==> config.mk <==
export PLATFORM = sky130hd
export DESIGN_NAME = pfx_opcode_decoder
export DESIGN_NICKNAME = d
export VERILOG_FILES = /design/src/rtl/pfxdec_pkg.sv /design/src/rtl/pfxdec_tracker.sv /design/src/rtl/pfxdec_classify.sv /design/src/rtl/pfxdec_slot.sv /design/src/rtl/pfx_opcode_decoder.sv
export SDC_FILE = /design/constraint.sdc
export NUM_CORES = 1
export LEC_CHECK = 0
export BUFFER_PORTS_ARGS = -buffer_cell sky130_fd_sc_hd__buf_2
export CORE_MARGIN = 10
export CORE_UTILIZATION = 29
export DETAILED_ROUTE_END_ITERATION = 16
export GPL_TIMING_DRIVEN = 0
export PLACE_DENSITY = 0.46
export SYNTH_ARGS = -nofsm -noshare
export SYNTH_HDL_FRONTEND = slang
export SYNTH_SLANG_ARGS = --single-unit
export TNS_END_PERCENT = 1
==> constraint.sdc <==
create_clock -name clk -period 1.95 [get_ports clk]
set_input_delay 0.0975 -clock clk [delete_from_list [all_inputs] [get_ports clk]]
set_output_delay 0.0975 -clock clk [all_outputs]
set_load 0.1 [all_outputs]
==> src/rtl/pfxdec_pkg.sv <==
package pfxdec_pkg;

    localparam int BYTE_W = 8;
    localparam int NIB_W  = BYTE_W / 2;

    localparam logic [BYTE_W-1:0] PFX_NONE = 8'h00;
    localparam logic [BYTE_W-1:0] PFX_Y    = 8'h90;
    localparam logic [BYTE_W-1:0] PFX_ALT1 = 8'h91;
    localparam logic [BYTE_W-1:0] PFX_ALT2 = 8'h92;

    typedef enum logic [3:0] {
        CLS_BITBR  = 4'd0,
        CLS_BITSET = 4'd1,
        CLS_RELJMP = 4'd2,
        CLS_UNARY  = 4'd3,
        CLS_SYSREG = 4'd4,
        CLS_ALU2   = 4'd5,
        CLS_JUMP   = 4'd6,
        CLS_CALL   = 4'd7,
        CLS_BAD    = 4'd8
    } op_class_e;

    typedef enum logic {
        ST_OPCODE,
        ST_AFTER_PFX
    } trk_state_e;

    typedef struct packed {
        logic [BYTE_W-1:0] pfx;
        logic [BYTE_W-1:0] op;
        op_class_e         cls;
        logic              idx_y;
        logic              pfx_err;
    } dec_rec_t;

    function automatic logic is_prefix(input logic [BYTE_W-1:0] b);
        return (b == PFX_Y) || (b == PFX_ALT1) || (b == PFX_ALT2);
    endfunction

endpackage

==> src/rtl/pfxdec_tracker.sv <==
module pfxdec_tracker
    import pfxdec_pkg::*;
(
    input  logic              clk,
    input  logic              rst,
    input  logic              take,
    input  logic [BYTE_W-1:0] byte_in,
    output logic              emit,
    output logic [BYTE_W-1:0] pfx_out,
    output logic              pending
);

    trk_state_e        state, state_n;
    logic [BYTE_W-1:0] held, held_n;

    // state register
    always_ff @(posedge clk) begin
        if (rst) begin
            state <= ST_OPCODE;
            held  <= PFX_NONE;
        end else begin
            state <= state_n;
            held  <= held_n;
        end
    end

    // transitions and outputs
    always_comb begin
        state_n = state;
        held_n  = held;
        emit    = 1'b0;
        pfx_out = PFX_NONE;
        unique case (state)
            ST_OPCODE: begin
                if (take) begin
                    if (is_prefix(byte_in)) begin
                        // T_TAKE_PFX
                        state_n = ST_AFTER_PFX;
                        held_n  = byte_in;
                    end else begin
                        // T_EMIT_PLAIN
                        emit = 1'b1;
                    end
                end
            end
            ST_AFTER_PFX: begin
                pfx_out = held;
                if (take) begin
                    // T_EMIT_PFX: any byte is the opcode here
                    emit    = 1'b1;
                    state_n = ST_OPCODE;
                    held_n  = PFX_NONE;
                end
            end
        endcase
    end

    assign pending = (state == ST_AFTER_PFX);

endmodule

==> src/rtl/pfxdec_classify.sv <==
module pfxdec_classify
    import pfxdec_pkg::*;
(
    input  logic [BYTE_W-1:0] pfx,
    input  logic [BYTE_W-1:0] op,
    output op_class_e         cls,
    output logic              idx_y,
    output logic              pfx_err
);

    logic [NIB_W-1:0] lo, hi;
    assign lo = op[NIB_W-1:0];
    assign hi = op[BYTE_W-1:NIB_W];

    logic      un_ok;     // unary group legal
    logic      stk_ok;    // row 8 legal
    logic      reg_ok;    // row 9 legal
    logic      stk_idx;   // row 8 index-selecting
    logic      reg_idx;   // row 9 index-selecting
    logic      reg_bare;  // row 9, unprefixed only
    logic      a_hole;    // row A exceptions
    op_class_e pair_cls;

    // low nibble first
    always_comb begin
        un_ok    = 1'b1;
        stk_ok   = 1'b1;
        reg_ok   = 1'b1;
        stk_idx  = 1'b0;
        reg_idx  = 1'b0;
        reg_bare = 1'b0;
        a_hole   = 1'b0;
        pair_cls = CLS_ALU2;
        unique case (lo)
            4'h0: begin
                reg_ok = 1'b0;
            end
            4'h1: begin
                un_ok  = 1'b0;
                reg_ok = 1'b0;
            end
            4'h2: begin
                un_ok  = 1'b0;
                stk_ok = 1'b0;
                reg_ok = 1'b0;
            end
            4'h3: begin
                reg_idx = 1'b1;
            end
            4'h4: begin
                reg_idx = 1'b1;
            end
            4'h5: begin
                un_ok    = 1'b0;
                stk_idx  = 1'b1;
                reg_bare = 1'b1;
            end
            4'h6: begin
                reg_idx = 1'b1;
            end
            4'h7: begin
                stk_ok  = 1'b0;
                reg_idx = 1'b1;
                a_hole  = 1'b1;
            end
            4'h8: begin
                un_ok = 1'b1;
            end
            4'h9: begin
                stk_idx = 1'b1;
            end
            4'hA: begin
                un_ok = 1'b1;
            end
            4'hB: begin
                un_ok  = 1'b0;
                stk_ok = 1'b0;
            end
            4'hC: begin
                stk_ok   = 1'b0;
                pair_cls = CLS_JUMP;
                a_hole   = 1'b1;
            end
            4'hD: begin
                stk_ok   = 1'b0;
                pair_cls = CLS_CALL;
            end
            4'hE: begin
                reg_bare = 1'b1;
            end
            4'hF: begin
                reg_idx = 1'b1;
                a_hole  = 1'b1;
            end
            default: begin
                un_ok = 1'b0;
            end
        endcase
    end

    // then the high nibble picks the group
    always_comb begin
        unique case (hi)
            4'h0:                         cls = CLS_BITBR;
            4'h1:                         cls = CLS_BITSET;
            4'h2:                         cls = CLS_RELJMP;
            4'h3, 4'h4, 4'h5, 4'h6, 4'h7: cls = un_ok  ? CLS_UNARY  : CLS_BAD;
            4'h8:                         cls = stk_ok ? CLS_SYSREG : CLS_BAD;
            4'h9:                         cls = reg_ok ? CLS_SYSREG : CLS_BAD;
            4'hA:                         cls = a_hole ? CLS_BAD    : pair_cls;
            default:                      cls = pair_cls;
        endcase
    end

    logic sel_ok, none_ok, idx_here, bare_here;
    assign sel_ok    = (pfx == PFX_NONE) || (pfx == PFX_Y);
    assign none_ok   = (pfx == PFX_NONE);
    assign idx_here  = ((hi == 4'h8) && stk_idx) || ((hi == 4'h9) && reg_idx);
    assign bare_here = (hi == 4'h9) && reg_bare;

    assign pfx_err = (idx_here && !sel_ok) || (bare_here && !none_ok);
    assign idx_y   = (pfx == PFX_Y);

endmodule

==> src/rtl/pfxdec_slot.sv <==
module pfxdec_slot
    import pfxdec_pkg::*;
(
    input  logic     clk,
    input  logic     rst,
    input  logic     load,
    input  dec_rec_t rec_in,
    input  logic     out_ready,
    output logic     out_valid,
    output dec_rec_t rec_out,
    output logic     can_take
);

    assign can_take = !out_valid || out_ready;

    always_ff @(posedge clk) begin
        if (rst) begin
            out_valid <= 1'b0;
            rec_out   <= '0;
        end else if (load) begin
            out_valid <= 1'b1;
            rec_out   <= rec_in;
        end else if (out_ready) begin
            out_valid <= 1'b0;
        end
    end

endmodule

==> src/rtl/pfx_opcode_decoder.sv <==
module pfx_opcode_decoder
    import pfxdec_pkg::*;
(
    input  logic              clk,
    input  logic              rst,
    input  logic              in_valid,
    input  logic [BYTE_W-1:0] in_byte,
    output logic              in_ready,
    input  logic              out_ready,
    output logic              out_valid,
    output logic [BYTE_W-1:0] out_prefix,
    output logic [BYTE_W-1:0] out_opcode,
    output logic [3:0]        out_class,
    output logic              out_index_y,
    output logic              out_pfx_err
);

    logic              take, emit, trk_pending;
    logic [BYTE_W-1:0] cur_pfx;
    op_class_e         cls;
    logic              idx_y, pfx_err;
    dec_rec_t          rec_new, rec_q;

    assign take = in_valid && in_ready;

    pfxdec_tracker u_trk (
        .clk     (clk),
        .rst     (rst),
        .take    (take),
        .byte_in (in_byte),
        .emit    (emit),
        .pfx_out (cur_pfx),
        .pending (trk_pending)
    );

    pfxdec_classify u_cls (
        .pfx     (cur_pfx),
        .op      (in_byte),
        .cls     (cls),
        .idx_y   (idx_y),
        .pfx_err (pfx_err)
    );

    always_comb begin
        rec_new.pfx     = cur_pfx;
        rec_new.op      = in_byte;
        rec_new.cls     = cls;
        rec_new.idx_y   = idx_y;
        rec_new.pfx_err = pfx_err;
    end

    pfxdec_slot u_slot (
        .clk       (clk),
        .rst       (rst),
        .load      (emit),
        .rec_in    (rec_new),
        .out_ready (out_ready),
        .out_valid (out_valid),
        .rec_out   (rec_q),
        .can_take  (in_ready)
    );

    assign out_prefix  = rec_q.pfx;
    assign out_opcode  = rec_q.op;
    assign out_class   = rec_q.cls;
    assign out_index_y = rec_q.idx_y;
    assign out_pfx_err = rec_q.pfx_err;

endmodule

# After elaboration in Yosys (flattened, before gate mapping)
# Cells that the tools add are included.
classes:
  n_eq_ne: 30
  muxes: 25
  bitwise: 1
  reduce_logical: 28
op_table:
  columns: ["cell", "count"]
  rows:
  - ["$eq 4x4->1 const B", 9]
  - ["$eq 4x3->1 const B", 8]
  - ["$eq 8x8->1 const B", 4]
  - ["$mux 8", 4]
  - ["$pmux 4 s7", 1]
  - ["$eq 4x2->1 const B", 4]
  - ["$mux 4", 4]
  - ["$pmux 8 s2", 1]
  - ["$reduce_or 5->1", 3]
  - ["$mux 1", 12]
  - ["$eq 4x1->1 const B", 2]
  - ["$logic_not 4->1", 2]
  - ["$logic_not 8->1", 1]
  - ["$logic_and 1x1->1", 6]
  - ["$logic_or 1x1->1", 6]
  - ["$reduce_or 3->1", 2]
  - ["$ne 2x2->1 const B", 2]
  - ["$pmux 1 s2", 2]
  - ["$pmux 2 s2", 1]
  - ["$reduce_or 2->1", 2]
  - ["$reduce_or 4->1", 1]
  - ["$logic_not 1->1", 3]
  - ["$reduce_and 3->1", 1]
  - ["$ne 2x1->1 const B", 1]
  - ["2 further kinds", 2]
word_totals:
  register_bits: 32
  input_bits: 12
  output_inout_bits: 24
  wordCells: 92

# Longest topological paths before layout
# Gate-level depths: netlist (run 1).
logic_depth:
  ltp_word: 7
  mapped_depth: 8
  mapped_depth_nobuf: 5

# Modules after synthesis
# From an unflattened synthesis (run 1), not the netlist that was laid out.
unflattened:
  cells_unflattened: 186
  hier_area_um2: 1694.1
modules_own_cells:
  columns: ["mod", "n_inst", "cells_each", "area_per_inst_um2", "seq_area_each_um2"]
  rows:
  - ["pfxdec_slot", 1, 75, 838.3, 460.4]
  - ["pfxdec_tracker", 1, 47, 447.9, 180.2]
  - ["pfxdec_classify", 1, 63, 401.6, 0.0]
  - ["pfx_opcode_decoder", 1, 1, 6.3, 0.0]

# Worst setup path after synthesis (run 1)
# No wires, ideal clock.
synth_path:
  path_kind: "register to register"
  startpoint: "register u_slot.out_valid"
  endpoint: "register u_slot.rec_out[10] (netlist name)"
  setup_ns: 0.068
  arrival_ns: 2.901
  t_required_ns: 1.882
  slack_ns: -1.020
  stages_incl_launch_ff: 8
  n_path_buf: 2
  period_less_slack_ns: 2.970
  cell_sequence: "dfxtp_1 nand2b_1 and2_1 clkbuf_1 o21ai_4 buf_6 nand2_1 a21oi_2"
synth_via:
  elab_chain_cells: 5
  word_cells_on_any_way: 6
  classes_between: "mux: 3; reduce/logical: 3"
synth_lines:
  columns: ["item", "line", "rtl"]
  rows:
  - ["start, declared", "pfxdec_slot.sv:9", "output logic out_valid,"]
  - ["start signal, assigned", "pfxdec_slot.sv:18", "out_valid <= 1'b0;"]
  - ["start signal, assigned", "pfxdec_slot.sv:21", "out_valid <= 1'b1;"]
  - ["start signal, assigned", "pfxdec_slot.sv:24", "out_valid <= 1'b0;"]
  - ["$logic_not 1->1 (*)", "pfxdec_slot.sv:14", "assign can_take = !out_valid || out_ready;"]
  - ["$logic_or 1x1->1 (*)", "pfxdec_slot.sv:14", null]
  - ["named net in_ready", "pfx_opcode_decoder.sv:8", "output logic in_ready,"]
  - ["$logic_and 1x1->1 (*)", "pfx_opcode_decoder.sv:24", "assign take = in_valid && in_ready;"]
  - ["$mux 1, on equally long branches", "pfxdec_tracker.sv:48, pfxdec_tracker.sv:35", null]
  - ["$pmux 1 s2 (*)", "pfxdec_tracker.sv:33", "unique case (state)"]
  - ["end signal, assigned", "pfxdec_slot.sv:22", "rec_out <= rec_in;"]
  - ["end, declared", "pfxdec_slot.sv:10", "output dec_rec_t rec_out,"]
# The timed path passes the listed nets; every way through them passes the cells marked *.
# A chain may end at the register's enable or synchronous reset.

# Final worst setup path (run 1)
layout_path:
  startpoint: "register u_trk.held[0]"
  endpoint: "register u_slot.rec_out[0] (netlist name)"
layout_via:
  elab_chain_cells: 6
  word_cells_on_any_way: 9
  classes_between: "eq/ne: 1; mux: 1; reduce/logical: 7"
layout_lines:
  columns: ["item", "line", "rtl"]
  rows:
  - ["start, declared", "pfxdec_tracker.sv:14", "logic [BYTE_W-1:0] held, held_n;"]
  - ["start signal, assigned", "pfxdec_tracker.sv:23", "held <= held_n;"]
  - ["$mux 8 (*)", "pfxdec_tracker.sv:33", null]
  - ["$eq 8x8->1 or $logic_not 8->1 (tied branches)", "pfxdec_classify.sv:116, pfxdec_classify.sv:117", null]
  - ["$logic_or 1x1->1", "pfxdec_classify.sv:116", "assign sel_ok = (pfx == PFX_NONE) || (pfx == PFX_Y);"]
  - ["$logic_not 1->1", "pfxdec_classify.sv:121", "assign pfx_err = (idx_here && !sel_ok) || (bare_here && !none_ok);"]
  - ["$logic_and 1x1->1", "pfxdec_classify.sv:121", null]
  - ["$logic_or 1x1->1 (*)", "pfxdec_classify.sv:121", null]
# Mark *: on every way between the ends. The rest lies on a longest branch, timed or not.

==> reports/results.tsv, run 1 <==
stage	metric	value	unit
outcome	status	finished, final reports clean	
clock_tree	cts_hold_buffers	0	
timing	skew	0.00937	ns
clock_tree	htree_levels	2	
timing	setup_tns	0	ns
route	ant_nets	0	
timing	setup_slack	0.195	ns
synthesis	synthTopCellsByCount	dfxtp_1, nand2_1, clkbuf_1, a21oi_1, nor2_1	
timing	finalHoldViolCount	0	
setup_path	r2r_slack	0.19	ns
synthesis	async_reset_ff_share	0	%
placed_design	portBuffers	32	
setup_path	worstPathMaxFanout	3	
synthesis	synth_ff_type	dfxtp_1	
setup_path	critical_path_arrival	1.93	ns
power_and_ir_drop	power_switching	0.505	mW
power_and_ir_drop	clockPowerShare	34.2	%
synthesis	ys_seq_elements	32	
setup_path	endpoint_kind	flop	
min_path	worstHoldEndpoint	u_slot.rec_out[11]$_SDFFE_PP0P_	
route	wl	4530	µm
power_and_ir_drop	p_per_area	782	mW/mm²
power_and_ir_drop	power_frac_seq	44.1	%
synthesis	yosysSeqAreaShare	39.8	%
grt	grt_pass1_vias	1498	
setup_path	start_kind	flop	
clock_tree	numCtsBuffers	5	
clock_tree	clock_path_buffers	2	
clock_tree	clock_sinks	32	
power_and_ir_drop	comb_power_share	21.7	%
clock_tree	clk_latency	0.28	ns
timing	maxSlewViolCount	0	
setup_path	crit_start	u_trk.held[0]$_SDFFE_PP0P_	
timing	setup_violations	0	
die	pin_count	36	
placed_design	place_ws	0.0467	ns
setup_path	reg2reg_depth	3	
grt	grt_max_degree	11	
timing	rsz0062_at_grt	no	
finish	drive_gt1_share	27.4	%
finish	nNetsFinal	237	
synthesis	yosysTopAreaCell	dfxtp_1	
synthesis	synth_top_cell_area_share	39.8	%
min_path	min_path_type	in -> reg	
placed_design	placed_cell_area	0.00187	mm²
setup_path	reg2reg_from	u_trk.held[0]$_SDFFE_PP0P_	
power_and_ir_drop	leakage	0.783	nW
route	drtIter0Drc	80	
finish	syn2layout_area_growth	22.8	%
grt	antenna_found_initial	0	
route	drc_errors	0	
grt	grt_overflow_total	0	
timing	period_share	90.0	%
synthesis	yosysMostFrequentCell	dfxtp_1	
die	rows	27	
power_and_ir_drop	switching_share	32.7	%
grt	grt_first_pass_wirelength	7780	µm
route	via_count	1509	
setup_path	required	2.13	ns
min_path	hold_depth	3	
setup_path	timing.rr.end	u_slot.rec_out[0]$_SDFFE_PP0P_	
route	wl_per_cell	15.2	µm
synthesis	synth_area_per_cell	8.66	µm²
power_and_ir_drop	ir_drop	0.222	mV
finish	antenna_cells	0	
route	dr.pass1.iters	4	
timing	fmax	570	MHz
synthesis	syn_inst	186	
job	drv_cap	0	
clock_tree	cts_tree	built	
timing	hold_ws	0.0894	ns
synthesis	synth_edf_count	0	
clock_tree	cts.clk_slew.worst_paths	0.07	ns
clock_tree	ctsRootBufferMaster	clkbuf_8	
finish	final_cell_area	0.00198	mm²
synthesis	synth_cell_types	51	
synthesis	yosys_warnings	0	
die	die_h	94.5	µm
synthesis	yosys-top-cells-area	dfxtp_1, nand2_1, a22o_1	
timing	min_period	1.76	ns
die	fp.coreArea	0.00544	mm²
power_and_ir_drop	internal_power	1.04	mW
placed_design	gp_congestion	0.818	
placed_design	hpwl	3400	µm
timing	relSlewSlack	60.5	%
die	dieWidth	94.5	µm
route	viasPerCell	5.06	
synthesis	syn_area	0.00161	mm²
die	die_area	0.00893	mm²
timing	tightest_slew	0.593	ns
setup_path	worstSetupPathType	reg -> reg	
die	floorplan.initialDensity	29.6	%
grt	grt.total_usage	10.9	%
clock_tree	cts_setup_buffers	0	
min_path	min_from	in_byte[5]	
power_and_ir_drop	p_total	1.55	mW
synthesis	synth_nets	198	
timing repair:
item                       in CTS  in global routing
resized for setup               0                  2
hold endpoints to repair        0                  0
setup endpoints to repair       0                  8
sequential cells by signal, summed over array words and instances (netlist names):
| register | cells |
|---|---|
| u_trk.pending | 1 |
| u_trk.held | 8 |
| u_slot.rec_out | 22 |
| u_slot.out_valid | 1 |
layout make-up:
type / instances / area (µm²)
clock inverters: 1 / 7.51
flip-flops and latches: 32 / 644
clock buffers: 7 / 86.3
fillers: 588 / 3460
repair buffers: 32 / 160
plain buffers: 17 / 93.8
well taps: 72 / 90.1
inverters: 3 / 11.3
multi-input cells: 134 / 883
cell usage in the layout (no fill, tap or decap), types with 3 or more instances in the layout:
cell       n
nand2_1   24
a21oi_1   11
buf_2     32
dfxtp_1   31
or2_2      3
a22oi_1    3
nand2b_1   4
buf_6      4
nand3b_1   4
a21oi_2    3
clkbuf_1  13
inv_1      3
nor2_1     9
o21ai_0    4
nor3_1     6
a22o_1     8
nor4_1     3
and2_1     5
o21a_1     4
clkbuf_8   6
cells by family (layout without fill, tap and decap cells):
family	after synthesis	in the layout	synth area share (%)
compound gates	54	54	25.5
xor+xnor	1	1	0.544
flops	32	32	39.8
buf+inv	20	60	6.53
simple gates	79	79	27.7
through the flow:
| stage | cells | utilization [%] |
|---|---|---|
| final | 298 | 36.3 |
| after CTS | 298 | 36.1 |
| after global routing | 298 | 36.3 |
| after detailed placement | 290 | 34.4 |
| after global placement | 290 | 34.4 |
| after floorplan | 186 | - |
power groups by stage:
stage	Combinational (mW)	Sequential, mW	Clock, mW
2_1_floorplan	0.144	0.817	0
3_3_place_gp	0.340	0.696	0
3_5_place_dp	0.337	0.696	0
4_1_cts	0.338	0.681	0.548
5_1_grt	0.364	0.683	0.568
6_report	0.336	0.681	0.528
worst max-delay path, cell delays in order, from the launching register on:
cell and delay, ns:
dfxtp_1 0.33, or4_1 0.57, or4_1 0.50, a32o_1 0.25
layer usage:
| layer | share of wire [%] | vias to the layer above | global-route usage (%) | routed length [µm] |
|---|---|---|---|---|
| met3 | 6.2 | 4 | 2.70 | 282 |
| met5 | 0 | - | 0 | 0 |
| met4 | 1.5 | 0 | 4.49 | 68 |
| met1 | 48 | 708 | 14.6 | 2190 |
| met2 | 44 | 40 | 16.2 | 1990 |
| li1 | - | 757 | - | - |
worst max-delay path by stage:
stage / to / slack [ns] / cells past startpoint
2_1_floorplan: u_slot.rec_out[0]$_SDFFE_PP0P_ / 0.11 / 7
3_3_place_gp: u_slot.rec_out[0]$_SDFFE_PP0P_ / 0.01 / 4
5_1_grt: u_slot.rec_out[0]$_SDFFE_PP0P_ / 0.10 / 4
3_5_place_dp: u_slot.rec_out[5]$_SDFFE_PP0P_ / 0.05 / 5
6_report: u_slot.rec_out[0]$_SDFFE_PP0P_ / 0.19 / 3
4_1_cts: u_slot.rec_out[0]$_SDFFE_PP0P_ / 0.08 / 4
Power figures use the tool's default switching activity.
==> run 2: changes to the inputs <==
--- a/config.mk
+++ b/config.mk
@@ -6,7 +6,7 @@
 export NUM_CORES = 1
 export LEC_CHECK = 0
 export BUFFER_PORTS_ARGS = -buffer_cell sky130_fd_sc_hd__buf_2
-export CORE_MARGIN = 10
+export CORE_MARGIN = 4
 export CORE_UTILIZATION = 29
 export DETAILED_ROUTE_END_ITERATION = 16
 export GPL_TIMING_DRIVEN = 0
==> constraint.sdc (replaced) <==
create_clock -name clk -period 1.95 [get_ports clk]
set_input_delay 0.39 -clock clk [delete_from_list [all_inputs] [get_ports clk]]
set_output_delay 0.39 -clock clk [all_outputs]
set_load 0.1 [all_outputs]
==> reports/results.tsv, run 2 (synthesized netlist as in run 1, its figures left out) <==
stage	metric	value	unit	change
grt	antenna_found_initial	0		unchanged
timing	hold_ws	0.389	ns	+0.300 ns
route	dr.pass1.iters	4		unchanged
finish	final_cell_area	0.00199	mm²	+0.51%
timing	period_share	94.7	%	+4.7 points
clock_tree	clock_sinks	32		unchanged
grt	grt_first_pass_wirelength	7110	µm	-8.7%
clock_tree	clock_path_buffers	2		unchanged
setup_path	slowest_delay	0.56	ns	about the same
timing	tightest_slew	0.591	ns	-0.00163 ns
power_and_ir_drop	ir_drop	0.305	mV	+37%
route	route.met3.wl	262	µm	-7.1%
clock_tree	htree_levels	2		unchanged
finish	reg_top3	u_slot.rec_out: 22 flops, u_trk.held: 8 flops		
die	die_h	82.5	µm	-13%
timing	rsz0062_at_grt	yes		
setup_path	start_kind	flop		
route	viasPerCell	5.17		+2.0%
setup_path	worst_path_max_delay_cell	or4_1		
timing	setup_violations	0		unchanged
finish	antenna_cells	0		unchanged
clock_tree	cts_setup_buffers	0		unchanged
die	die_area	0.00681	mm²	-24%
timing	min_period	1.85	ns	+0.0912 ns
setup_path	worstSetupPathType	reg -> reg		
route	drtIter0Drc	88		+10%
setup_path	required	2.12	ns	about the same
clock_tree	clk_latency	0.28	ns	about the same
finish	final_cell_mix	buf_2, dfxtp_1, nand2_1		
die	pin_count	36		unchanged
setup_path	crit_chain	or4_1, nor4_1, o22ai_1, a32o_1		
clock_tree	cts_tree	built		
outcome	status	finished, final reports clean		
die	dieWidth	82.5	µm	-13%
timing	finalHoldViolCount	0		unchanged
finish	fillCellCount	557		-5.3%
placed_design	placed_cell_area	0.00187	mm²	-0.27%
clock_tree	cts.clk_slew.worst_paths	0.07	ns	about the same
placed_design	portBuffers	32		unchanged
route	m1WireLength	2060	µm	-5.8%
grt	grt_overflow_total	0		unchanged
setup_path	crit_buf_inv	0		unchanged
power_and_ir_drop	p_per_area	824	mW/mm²	+5.4%
finish	largest-register	u_slot.rec_out		
route	wl_per_cell	14.5	µm	-4.6%
placed_design	hpwl	3220	µm	-5.3%
min_path	min_from	in_byte[5]		
min_path	min_path_type	in -> reg		
setup_path	reg2reg_from	u_trk.held[0]$_SDFFE_PP0P_		
route	topRoutingLayerUsed	met4		
die	fp.coreArea	0.00524	mm²	-3.7%
setup_path	path_delay_family	simple AND/OR/NAND/NOR gates		
timing	setup_tns	0	ns	unchanged
timing	setup_slack	0.104	ns	-0.0912 ns
route	via_count	1529		+1.3%
setup_path	endpoint_kind	flop		
setup_path	worstPathMaxFanout	3		unchanged
route	drc_errors	0		unchanged
die	floorplan.initialDensity	30.7	%	+1.1 points
grt	grt.total_usage	13.8	%	+2.9 points
timing	relSlewSlack	60.6	%	+0.11 points
placed_design	gp_congestion	0.794		-2.9%
clock_tree	numCtsBuffers	5		unchanged
route	wl	4300	µm	-5.2%
route	wl_met2	1900	µm	-4.7%
finish	final_common_cell	buf_2		
timing	fmax	542	MHz	-4.9%
job	drv_cap	0		unchanged
setup_path	critical_path_arrival	2.02	ns	+0.09 ns
finish	nNetsFinal	237		unchanged
timing	skew	0.00724	ns	-0.00212 ns
power_and_ir_drop	leakage	0.797	nW	+1.8%
finish	drive_gt1_share	27.9	%	+0.44 points
route	ant_nets	0		unchanged
setup_path	crit_start	u_trk.held[0]$_SDFFE_PP0P_		
grt	grt_max_degree	11		unchanged
finish	syn2layout_area_growth	23.4	%	
finish	largest_reg_flops	22		unchanged
power_and_ir_drop	p_total	1.64	mW	+5.9%
timing	maxSlewViolCount	0		unchanged
clock_tree	ctsRootBufferMaster	clkbuf_8		
grt	grt_pass1_vias	1410		-5.9%
die	rows	26		-3.7%
placed_design	place_ws	-0.232	ns	-0.278 ns
[run 2: cell types whose count changed in the layout (fill, tap and decap cells not counted)]
cell | before | now
a2111oi_1 | 0 | 1
nor4_2 | 1 | 0
dfxtp_4 | 1 | 0
or3_1 | 1 | 0
clkinvlp_4 | 1 | 0
dfxtp_2 | 0 | 1
clkinv_2 | 0 | 1
a2111oi_0 | 1 | 0
bufinv_16 | 0 | 1
clkbuf_1 | 13 | 12
clkbuf_2 | 0 | 1
nor4_1 | 3 | 4
or3_4 | 0 | 1
clkbuf_8 | 6 | 5
[run 2: layout make-up]
cell class                      instances  area [µm²]  share of cell area, %
Timing Repair Buffer                   32         160                   8.06
Sequential cell                        32         642                   32.3
Inverter                                3        11.3                  0.567
Tap cell                               70        87.6                   4.41
Clock inverter                          2        35.0                   1.76
Buffer                                 17        95.1                   4.79
Multi-Input combinational cell        134         883                   44.5
Clock buffer                            6        72.6                   3.65
[run 2: metrics by stage]
step,cells,utilization (%)
floorplan,186,-
global placement,288,35.6
detailed placement,288,35.6
CTS,296,37.7
global route,296,37.9
finish,296,37.9
[run 2: final timing paths]
check	slack, ns	depth (start not counted)	to
worst max-delay path	0.10	4	u_slot.rec_out[0]$_SDFFE_PP0P_
worst min-delay path	0.39	3	u_slot.rec_out[11]$_SDFFE_PP0P_
worst max register to register	0.10	4	u_slot.rec_out[0]$_SDFFE_PP0P_
worst min register to register	0.45	2	u_slot.rec_out[12]$_SDFFE_PP0P_
[run 2: metal layers]
layer  vias up  global-route usage (%)
li1        759                       -
met5         -                       0
met2        38                    20.7
met1       726                    19.3
met4         0                    5.39
met3         6                    2.71
[run 2: where the power goes]
part	internal, mW	switching, mW	leakage (nW)	total, mW
clock	0.379	0.242	0.0552	0.620
combinational	0.0820	0.253	0.481	0.335
sequential	0.672	0.00935	0.260	0.682
total	1.13	0.504	0.797	1.64
[run 2: worst min-delay path: stages]
cell,delay [ns]
buf_6,0.12
nand2_1,0.07
a21oi_2,0.05
[run 2: timing repair]
item,in CTS,in global routing
setup endpoints to repair,0,11
gates resized for setup,0,5
hold buffers,0,0
